$ cat config.mk
export PLATFORM = sky130hd
export DESIGN_NAME = jtag_ir_router
export DESIGN_NICKNAME = d
export VERILOG_FILES = /design/src/rtl/jtag_ird_pkg.sv /design/src/rtl/jtag_ir.sv /design/src/rtl/jtag_dr_fixed.sv /design/src/rtl/jtag_tdo_out.sv /design/src/rtl/jtag_ir_router.sv
export SDC_FILE = /design/constraint.sdc
export NUM_CORES = 1
export LEC_CHECK = 0
export CORE_ASPECT_RATIO = 1.25
export CORE_MARGIN = 3
export CORE_UTILIZATION = 40
export DETAILED_ROUTE_END_ITERATION = 10
export GPL_TIMING_DRIVEN = 0
export PLACE_DENSITY = 0.66
export SKIP_LAST_GASP = 1
export SYNTH_ARGS = -nofsm -noshare
export SYNTH_HDL_FRONTEND = slang
export SYNTH_SLANG_ARGS = --single-unit
$ cat constraint.sdc
create_clock -name tck_i -period 1.8 [get_ports tck_i]
set_input_delay 0.36 -clock tck_i [delete_from_list [all_inputs] [get_ports tck_i]]
set_output_delay 0.36 -clock tck_i [all_outputs]
set_load 0.005 [all_outputs]
$ cat src/rtl/jtag_ird_pkg.sv
package jtag_ird_pkg;

  typedef enum logic [3:0] {
    TS_EXIT2_DR   = 4'h0,
    TS_EXIT1_DR   = 4'h1,
    TS_SHIFT_DR   = 4'h2,
    TS_PAUSE_DR   = 4'h3,
    TS_SEL_IR     = 4'h4,
    TS_UPDATE_DR  = 4'h5,
    TS_CAPTURE_DR = 4'h6,
    TS_SEL_DR     = 4'h7,
    TS_EXIT2_IR   = 4'h8,
    TS_EXIT1_IR   = 4'h9,
    TS_SHIFT_IR   = 4'hA,
    TS_PAUSE_IR   = 4'hB,
    TS_IDLE       = 4'hC,
    TS_UPDATE_IR  = 4'hD,
    TS_CAPTURE_IR = 4'hE,
    TS_RESET      = 4'hF
  } tap_state_e;

  localparam int IR_W = 4;

  localparam logic [IR_W-1:0] I_EXTEST    = 4'b0000;
  localparam logic [IR_W-1:0] I_SELCHAIN  = 4'b0010;
  localparam logic [IR_W-1:0] I_SAMPLE    = 4'b0011;
  localparam logic [IR_W-1:0] I_RESUME    = 4'b0100;
  localparam logic [IR_W-1:0] I_CLAMP     = 4'b0101;
  localparam logic [IR_W-1:0] I_HIGHZ     = 4'b0111;
  localparam logic [IR_W-1:0] I_CLAMPOFF  = 4'b1001;
  localparam logic [IR_W-1:0] I_INTEST    = 4'b1100;
  localparam logic [IR_W-1:0] I_IDCODE    = 4'b1110;
  localparam logic [IR_W-1:0] I_BYPASS    = 4'b1111;
  localparam logic [IR_W-1:0] IR_CAPTURE  = 4'b0001;

  typedef enum logic [1:0] {
    DR_BYP      = 2'd0,
    DR_ID       = 2'd1,
    DR_CHAIN    = 2'd2,
    DR_SCANPATH = 2'd3
  } dr_sel_e;

  typedef struct packed {
    dr_sel_e dr;
    logic    test_mode;
    logic    float_bus;
    logic    clamp;
    logic    outs_off;
    logic    resume;
  } decode_t;

  function automatic decode_t decode_ir(logic [IR_W-1:0] code);
    decode_t d;
    d = '{dr: DR_BYP, test_mode: 1'b0, float_bus: 1'b0, clamp: 1'b0,
          outs_off: 1'b0, resume: 1'b0};
    case (code)
      I_EXTEST, I_INTEST: begin d.dr = DR_CHAIN; d.test_mode = 1'b1; end
      I_SAMPLE:           d.dr = DR_CHAIN;
      I_SELCHAIN:         d.dr = DR_SCANPATH;
      I_IDCODE:           d.dr = DR_ID;
      I_RESUME:           d.resume = 1'b1;
      I_CLAMP:            d.clamp = 1'b1;
      I_HIGHZ:            d.float_bus = 1'b1;
      I_CLAMPOFF:         begin d.clamp = 1'b1; d.outs_off = 1'b1; end
      default:            ;
    endcase
    return d;
  endfunction

endpackage

$ cat src/rtl/jtag_ir.sv
module jtag_ir
  import jtag_ird_pkg::*;
(
  input  logic            tck_i,
  input  logic            rst_ni,
  input  tap_state_e      state_i,
  input  logic            tdi_i,
  output logic [IR_W-1:0] ir_o,
  output logic            ir_tdo_o
);

  logic [IR_W-1:0] sh_q;
  logic [IR_W-1:0] ir_q;

  always_ff @(posedge tck_i or negedge rst_ni) begin
    if (!rst_ni) begin
      sh_q <= IR_CAPTURE;
      ir_q <= I_IDCODE;
    end else begin
      case (state_i)
        TS_CAPTURE_IR: sh_q <= IR_CAPTURE;
        TS_SHIFT_IR:   sh_q <= {tdi_i, sh_q[IR_W-1:1]};
        default:       ;
      endcase
      if (state_i == TS_RESET)          ir_q <= I_IDCODE;
      else if (state_i == TS_UPDATE_IR) ir_q <= sh_q;
    end
  end

  assign ir_o     = ir_q;
  assign ir_tdo_o = sh_q[0];

  a_r3_capture_pattern: assert property (@(posedge tck_i) disable iff (!rst_ni)
    state_i == TS_CAPTURE_IR |=> sh_q == IR_CAPTURE);
  a_r3_reset_idcode: assert property (@(posedge tck_i) disable iff (!rst_ni)
    state_i == TS_RESET |=> ir_q == I_IDCODE);
  a_r3_ir_holds: assert property (@(posedge tck_i) disable iff (!rst_ni)
    (state_i != TS_UPDATE_IR && state_i != TS_RESET) |=> $stable(ir_q));
  a_r3_update_takes_shift: assert property (@(posedge tck_i) disable iff (!rst_ni)
    state_i == TS_UPDATE_IR |=> ir_q == $past(sh_q));

endmodule

$ cat src/rtl/jtag_dr_fixed.sv
module jtag_dr_fixed
  import jtag_ird_pkg::*;
#(
  parameter int              ID_W     = 32,
  parameter logic [ID_W-1:0] ID_VALUE = 32'h0A5C_3E2D
) (
  input  logic       tck_i,
  input  logic       rst_ni,
  input  tap_state_e state_i,
  input  logic       tdi_i,
  input  dr_sel_e    dr_i,
  output logic       byp_tdo_o,
  output logic       id_tdo_o
);

  logic            byp_q;
  logic [ID_W-1:0] id_q;
  logic            byp_act, id_act;

  assign byp_act = (dr_i == DR_BYP);
  assign id_act  = (dr_i == DR_ID);

  always_ff @(posedge tck_i or negedge rst_ni) begin
    if (!rst_ni) begin
      byp_q <= 1'b0;
    end else if (byp_act) begin
      if (state_i == TS_CAPTURE_DR)    byp_q <= 1'b0;
      else if (state_i == TS_SHIFT_DR) byp_q <= tdi_i;
    end
  end

  always_ff @(posedge tck_i or negedge rst_ni) begin
    if (!rst_ni) begin
      id_q <= ID_VALUE;
    end else if (id_act) begin
      if (state_i == TS_CAPTURE_DR)    id_q <= ID_VALUE;
      else if (state_i == TS_SHIFT_DR) id_q <= {tdi_i, id_q[ID_W-1:1]};
    end
  end

  assign byp_tdo_o = byp_q;
  assign id_tdo_o  = id_q[0];

  a_r4_bypass_capture_zero: assert property (@(posedge tck_i) disable iff (!rst_ni)
    (state_i == TS_CAPTURE_DR && byp_act) |=> !byp_q);
  a_r4_bypass_one_delay: assert property (@(posedge tck_i) disable iff (!rst_ni)
    (state_i == TS_SHIFT_DR && byp_act) |=> byp_q == $past(tdi_i));
  a_r4_bypass_update_keeps: assert property (@(posedge tck_i) disable iff (!rst_ni)
    (state_i == TS_UPDATE_DR) |=> $stable(byp_q));
  a_r5_id_capture: assert property (@(posedge tck_i) disable iff (!rst_ni)
    (state_i == TS_CAPTURE_DR && id_act) |=> id_q == ID_VALUE);

endmodule

$ cat src/rtl/jtag_tdo_out.sv
module jtag_tdo_out
  import jtag_ird_pkg::*;
(
  input  logic       tck_i,
  input  logic       rst_ni,
  input  tap_state_e state_i,
  input  dr_sel_e    dr_i,
  input  logic       ir_tdo_i,
  input  logic       byp_tdo_i,
  input  logic       id_tdo_i,
  input  logic       chain_tdo_i,
  input  logic       scanpath_tdo_i,
  output logic       tdo_o,
  output logic       tdo_en_o
);

  logic dr_bit, nxt_bit, shifting;
  logic tdo_q, en_q;

  always_comb begin
    case (dr_i)
      DR_ID:       dr_bit = id_tdo_i;
      DR_CHAIN:    dr_bit = chain_tdo_i;
      DR_SCANPATH: dr_bit = scanpath_tdo_i;
      default:     dr_bit = byp_tdo_i;
    endcase
  end

  assign shifting = (state_i == TS_SHIFT_IR) || (state_i == TS_SHIFT_DR);
  assign nxt_bit  = (state_i == TS_SHIFT_IR) ? ir_tdo_i
                  : (state_i == TS_SHIFT_DR) ? dr_bit : 1'b0;

  // falling-edge retiming of the serial output
  always_ff @(negedge tck_i or negedge rst_ni) begin
    if (!rst_ni) begin
      tdo_q <= 1'b0;
      en_q  <= 1'b0;
    end else begin
      tdo_q <= nxt_bit;
      en_q  <= shifting;
    end
  end

  assign tdo_o    = tdo_q;
  assign tdo_en_o = en_q;

  a_r11_idle_no_drive: assert property (@(negedge tck_i) disable iff (!rst_ni)
    !shifting |=> (!tdo_en_o && !tdo_o));
  a_r11_shift_drives: assert property (@(negedge tck_i) disable iff (!rst_ni)
    shifting |=> tdo_en_o);
  a_r3_ir_bit_out: assert property (@(negedge tck_i) disable iff (!rst_ni)
    state_i == TS_SHIFT_IR |=> tdo_o == $past(ir_tdo_i));

endmodule

$ cat src/rtl/jtag_ir_router.sv
module jtag_ir_router
  import jtag_ird_pkg::*;
#(
  parameter int              SEL_W    = 4,
  parameter int              ID_W     = 32,
  parameter logic [ID_W-1:0] ID_VALUE = 32'h0A5C_3E2D,
  localparam int             NCHAIN   = 1 << SEL_W
) (
  input  logic              tck_i,
  input  logic              rst_ni,
  input  logic [3:0]        tap_state_i,
  input  logic              tdi_i,
  input  logic [SEL_W-1:0]  chain_sel_i,
  input  logic [NCHAIN-1:0] chain_tdo_i,
  input  logic              scanpath_tdo_i,
  output logic              tdo_o,
  output logic              tdo_en_o,
  output logic              sel_chain_o,
  output logic              sel_scanpath_o,
  output logic              test_mode_o,
  output logic              float_bus_o,
  output logic              highz_o,
  output logic              clamp_o,
  output logic              outs_off_o,
  output logic              restart_o
);

  tap_state_e      st, prev_q;
  logic [IR_W-1:0] ir;
  logic            ir_tdo, byp_tdo, id_tdo, chain_bit;
  decode_t         dec;

  assign st = tap_state_e'(tap_state_i);

  jtag_ir u_ir (
    .tck_i    (tck_i),
    .rst_ni   (rst_ni),
    .state_i  (st),
    .tdi_i    (tdi_i),
    .ir_o     (ir),
    .ir_tdo_o (ir_tdo)
  );

  assign dec = decode_ir(ir);

  jtag_dr_fixed #(.ID_W(ID_W), .ID_VALUE(ID_VALUE)) u_dr (
    .tck_i     (tck_i),
    .rst_ni    (rst_ni),
    .state_i   (st),
    .tdi_i     (tdi_i),
    .dr_i      (dec.dr),
    .byp_tdo_o (byp_tdo),
    .id_tdo_o  (id_tdo)
  );

  assign chain_bit = chain_tdo_i[chain_sel_i];

  jtag_tdo_out u_out (
    .tck_i          (tck_i),
    .rst_ni         (rst_ni),
    .state_i        (st),
    .dr_i           (dec.dr),
    .ir_tdo_i       (ir_tdo),
    .byp_tdo_i      (byp_tdo),
    .id_tdo_i       (id_tdo),
    .chain_tdo_i    (chain_bit),
    .scanpath_tdo_i (scanpath_tdo_i),
    .tdo_o          (tdo_o),
    .tdo_en_o       (tdo_en_o)
  );

  always_ff @(posedge tck_i or negedge rst_ni) begin
    if (!rst_ni) prev_q <= TS_RESET;
    else         prev_q <= st;
  end

  // pulse on the first Run-Test-Idle cycle only
  assign restart_o      = dec.resume && (st == TS_IDLE) && (prev_q != TS_IDLE);
  assign sel_chain_o    = (dec.dr == DR_CHAIN);
  assign sel_scanpath_o = (dec.dr == DR_SCANPATH);
  assign test_mode_o    = dec.test_mode;
  assign float_bus_o    = dec.float_bus;
  assign highz_o        = dec.float_bus;
  assign clamp_o        = dec.clamp;
  assign outs_off_o     = dec.outs_off;

  a_r10_restart_single: assert property (@(posedge tck_i) disable iff (!rst_ni)
    restart_o |=> !restart_o);
  a_r10_restart_in_idle: assert property (@(posedge tck_i) disable iff (!rst_ni)
    restart_o |-> (tap_state_i == 4'hC));
  a_r8_modes_exclusive: assert property (@(posedge tck_i) disable iff (!rst_ni)
    $onehot0({test_mode_o, float_bus_o, clamp_o, sel_scanpath_o}));
  a_r9_off_implies_clamp: assert property (@(posedge tck_i) disable iff (!rst_ni)
    outs_off_o |-> clamp_o);

endmodule

# [After elaboration in Yosys (flattened, before gate mapping)]
# Index checks and enable logic that the tools add are counted.
[word_totals] ff_bits=47 latchBits=0 mem_bits_rw=0 rom_bits=0 input_bits=28 out_inout_bits=10 word_cells=58 mem_count=0
[op_classes] n_addsub=0 n_mul=0 n_div=0 order_cmp=1 eq_ne=19 shift=0 muxes=18 bitwise=0 reduce_logical=13
[op_table] cell="$mux W32" n=2
[op_table] cell="$eq A4 B4 Y1 const B" n=8
[op_table] cell="$eq A4 B3 Y1 const B" n=4
[op_table] cell="$eq A4 B2 Y1 const B" n=3
[op_table] cell="$mux W1" n=10
[op_table] cell="$mux W4" n=2
[op_table] cell="$pmux W4 S2" n=1
[op_table] cell="$pmux W2 S3" n=1
[op_table] cell="$reduce_bool A2 Y1" n=3
[op_table] cell="$lt A4 B5 Y1 const B" n=1
[op_table] cell="$bmux W1 S4" n=1
[op_table] cell="$eq A2 B2 Y1 const B" n=2
[op_table] cell="$logic_not A4 Y1" n=1
[op_table] cell="$ne A4 B4 Y1 const B" n=1
[op_table] cell="$reduce_and A2 Y1" n=2
[op_table] cell="$reduce_or A2 Y1" n=2
[op_table] cell="$pmux W1 S3" n=1
[op_table] cell="$reduce_or A3 Y1" n=1
[op_table] cell="$eq A2 B1 Y1 const B" n=1
[op_table] cell="$logic_and A1 B1 Y1" n=2
[op_table] cell="$logic_not A2 Y1" n=1
[op_table] cell="$logic_or A1 B1 Y1" n=1

# [Longest topological paths before layout]
[depth] ltp_word=7 ltp_mapped=7 ltp_nobuf=5

# [Modules after synthesis]
# A second synthesis with hierarchy kept.
[unflattened] hier_cells=197 hier_area_um2=2358.5
[modules_own_cells] mod="jtag_dr_fixed" n_inst=1 cells_each=129 area_each_um2=1516.5 seq_area_each_um2=844.6
[modules_own_cells] mod="jtag_ir" n_inst=1 cells_each=31 area_each_um2=379.1 seq_area_each_um2=205.2
[modules_own_cells] mod="jtag_ir_router" n_inst=1 cells_each=31 area_each_um2=366.6 seq_area_each_um2=105.1
[modules_own_cells] mod="jtag_tdo_out" n_inst=1 cells_each=6 area_each_um2=96.3 seq_area_each_um2=50.0

==> results.sh <==
export IMPL_leakagePower_nw=1.379
export IMPL_gp_congestion=0.8273
export IMPL_violated_checks="negative hold slack, negative setup slack"
export IMPL_crit_required_ps=1040
export IMPL_cts_root_buffer="clkbuf_8"
export IMPL_cts_buffers=5
export IMPL_io_pins=38
export IMPL_worstSkewPairLatency_ps=300
export IMPL_tightest_slew_ps=461.8
export IMPL_drtPass1Iterations=4
export IMPL_end_kind="flip-flop"
export IMPL_syn2layout_area_growth_pct=32.75
export IMPL_status="finished with violations"
export IMPL_syn_avg_cell_area_sq_um=9.560
export IMPL_worst_r2r_setup_slack_ps=-540
export IMPL_report_final_setup_viol=9
export IMPL_number_of_sinks_driven_by_the_clock_tree=47
export IMPL_longest_individual_stage_delay_on_the_worst_path_ps=480
export IMPL_yosys_area_top_type="dfstp_2"
export IMPL_antenna_left=0
export IMPL_chain_of_cells_forming_the_critical_path="clkdlybuf4s50_1 -> mux4_2 -> a211oi_2 -> o32ai_2"
export IMPL_rsz0062_at_grt="yes"
export IMPL_effective_utilization_at_floorplan=0.4227
export IMPL_ff2ff_path_depth=6
export IMPL_n_antenna_cell=0
export IMPL_timing_critical_path_fanout_max=1
export IMPL_drc_errors=0
export IMPL_global_route_usage_total=0.1568
export IMPL_crit_path_start_kind="primary input"
export IMPL_clock_tree_from_tritoncts="done"
export IMPL_ys_flop_type="dfstp_2"
export IMPL_netlist_cell_type_count=38
export IMPL_cts_path_max_buffers=2
export IMPL_critical_path_reg2reg_startpoint="u_ir.ir_o[3]"
export IMPL_h_tree_depth=2
export IMPL_grt_max_degree=29
export IMPL_worst_setup_sp="chain_tdo_i[7]"
export IMPL_min_delay_path_class="in2async"
export IMPL_holdWs_ps=-0.1236
export IMPL_grt_first_pass_wirelength_um=7976
export IMPL_vdd_ir_drop_max_v=0.0006820
export IMPL_power_density_nw_per_um2=873.8
export IMPL_clock_skew_after_layout_ps=3.549
export IMPL_die_width_um=72.46
export IMPL_place_port_buffers=36
export IMPL_finalHoldViolCount=1
export IMPL_worstSetupEndpoint="u_out.tdo_o"
export IMPL_die_area_sq_um=6454
export IMPL_post_synth_top_area_fraction=0.2737
export IMPL_synth_edf_count=0
export IMPL_clk_pin_slew_worst_paths_ps=90
export IMPL_detail_route_vias_per_cell=5.081
export IMPL_yosys_top_cells_area="dfstp_2 27%, dfrtp_1 25%, nand2_1 13%"
export IMPL_synth_sequential_area_ratio=0.5456
export IMPL_slew_viol_final=0
export IMPL_detailroute_via_count=1758
export IMPL_fillers=489
export IMPL_setup_ws_ps=-555.2
export IMPL_layout_drive_gt1_share=0.3099
export IMPL_worst_r2r_endpoint="u_out.tdo_o"
export IMPL_synth_cell_area_sq_um=2208
export IMPL_first_global_vias=1738
export IMPL_globalRouteOverflowTotal=0
export IMPL_preCtsSetupSlack_ps=-1160
export IMPL_final_core_utilization=0.5611
export IMPL_fp_row_count=29
export IMPL_syn_instance_count=231
export IMPL_timing_critical_path_arrival_ps=1590
export IMPL_critPathKind="in2reg"
export IMPL_timing_max_cap_violations=0
export IMPL_synth_seq_cells=47
export IMPL_synth_yosys_warnings=0
export IMPL_dr_first_iter_drc_count=52
export IMPL_synth_net_count=259
export IMPL_wl_per_cell_um=13.64
export IMPL_final_net_count=311
export IMPL_number_of_antenna_violations_at_the_first_check_in_global_routing=0
export IMPL_die_height_um=89.08
export IMPL_postSynth_asyncResetShare=1.000
export IMPL_post_dp_hpwl_um=3181
export IMPL_crit_slowest_cell="mux4_2"
export IMPL_placeableCoreArea_sq_um=5225
export IMPL_routed_wl_um=4721
export IMPL_worst_slew_margin_rel=0.6922
## per-stage QoR
stage          std cells  TNS [ps]  hold WS [ps]  power, mW  instance area [sq um]
5_1_grt              346     -2755         18.18      2.708                   2932
2_1_floorplan        231    -636.1         64.41      1.580                   2218
3_5_place_dp         330    -16250         344.6      1.793                   2671
3_3_place_gp         329    -48340         441.2      1.777                   2656
6_report             346     -2029       -0.1236      2.562                   2932
4_1_cts              341     -3276         12.50      2.464                   2815
## how the worst min path moves through the flow
stage          cells past startpoint          from              to  slack (ps)
3_3_place_gp                       2  u_dr.id_q[5]    u_dr.id_q[5]         440
4_1_cts                            1        rst_ni   u_dr.id_q[16]          10
2_1_floorplan                      0        rst_ni  u_dr.byp_tdo_o          60
3_5_place_dp                       1        rst_ni   u_dr.id_q[16]         340
5_1_grt                            1        rst_ni   u_dr.id_q[17]          20
6_report                           1        rst_ni   u_dr.id_q[16]        -0.1
## cell families (layout without fill, tap and decap cells)
kind of cell	Yosys count	count (layout)	share of synthesized area
simple gates	122	122	0.2623
flops	47	47	0.5456
compound gates	36	36	0.09462
buf+inv	19	72	0.04929
mux	6	6	0.04419
xor+xnor	1	1	0.003967
## cells in the mapped netlist (all sizes together), types with 3 or more instances
library cell,number
nand2,77
clkbuf,6
mux4,3
nand3b,17
dfrtp,22
nor2,10
mux2i,3
buf,11
dfstp,23
nand2b,5
o21ai,25
## per-layer routing
layer / up-vias / global-route usage / part of all wire
met2: 44 / 0.2577 / 0.47
met4: 0 / 0.04866 / 0.016
met1: 833 / 0.2079 / 0.47
met3: 9 / 0.03487 / 0.039
li1: 872 / - / -
met5: - / 0 / 0
## flip-flops by register name (all words and copies together) (netlist names)
name	flops
u_dr.byp_tdo_o	1
u_dr.id_q	32
u_out.tdo_o	1
prev_q	4
u_ir.sh_q	4
u_ir.ir_o	4
u_out.tdo_en_o	1
## power by group
group / internal (mW) / switching, mW
logic: 0.313 / 0.279
clock network: 0.271 / 0.358
registers: 1.25 / 0.0888
## critical path, delay by kind of cell
family / cells / cell delay (ps)
AOI/OAI and AO/OA: 2 / 360
muxes: 1 / 480
buffers and inverters: 1 / 400
## layout by cell type (no fill, tap or decap), types with 2 or more instances in the layout
cell type	synthesis	routed
buf_2	6	10
nand3b_1	17	17
o21ai_1	5	5
nand2b_1	4	4
buf_4	2	9
nand2_2	0	4
clkdlybuf4s50_1	0	14
clkinvlp_4	0	2
dlygate4sd2_1	0	12
dfstp_2	23	23
nor2_1	10	8
o21ai_0	20	20
nand3_1	2	2
dfrtn_1	2	2
clkbuf_8	0	7
clkbuf_1	6	2
dfrtp_1	22	22
buf_6	3	9
nor2_2	0	2
mux2i_1	3	3
mux4_2	3	3
nand2_1	77	73
## layout make-up
| type | instances | area, sq um | share of cell area |
|---|---|---|---|
| flip-flops and latches | 47 | 1205 | 0.4110 |
| multi-input cells | 165 | 1003 | 0.3423 |
| repair buffers | 47 | 415.4 | 0.1417 |
| plain buffers | 15 | 133.9 | 0.04567 |
| well taps | 62 | 77.57 | 0.02646 |
| clock buffers | 5 | 68.82 | 0.02347 |
| clock inverters | 3 | 20.02 | 0.006829 |
| inverters | 2 | 7.507 | 0.002561 |
## timing repair
action / CTS / global route
endpoints found under the setup margin: 42 / 43
hold endpoints to repair: 0 / 0
gates resized for setup: 54 / 28
hold buffers: 0 / 0
buffers inserted: 5 / 5
pin swaps: 8 / 4
Note: power is estimated with default switching activity, not from simulation.
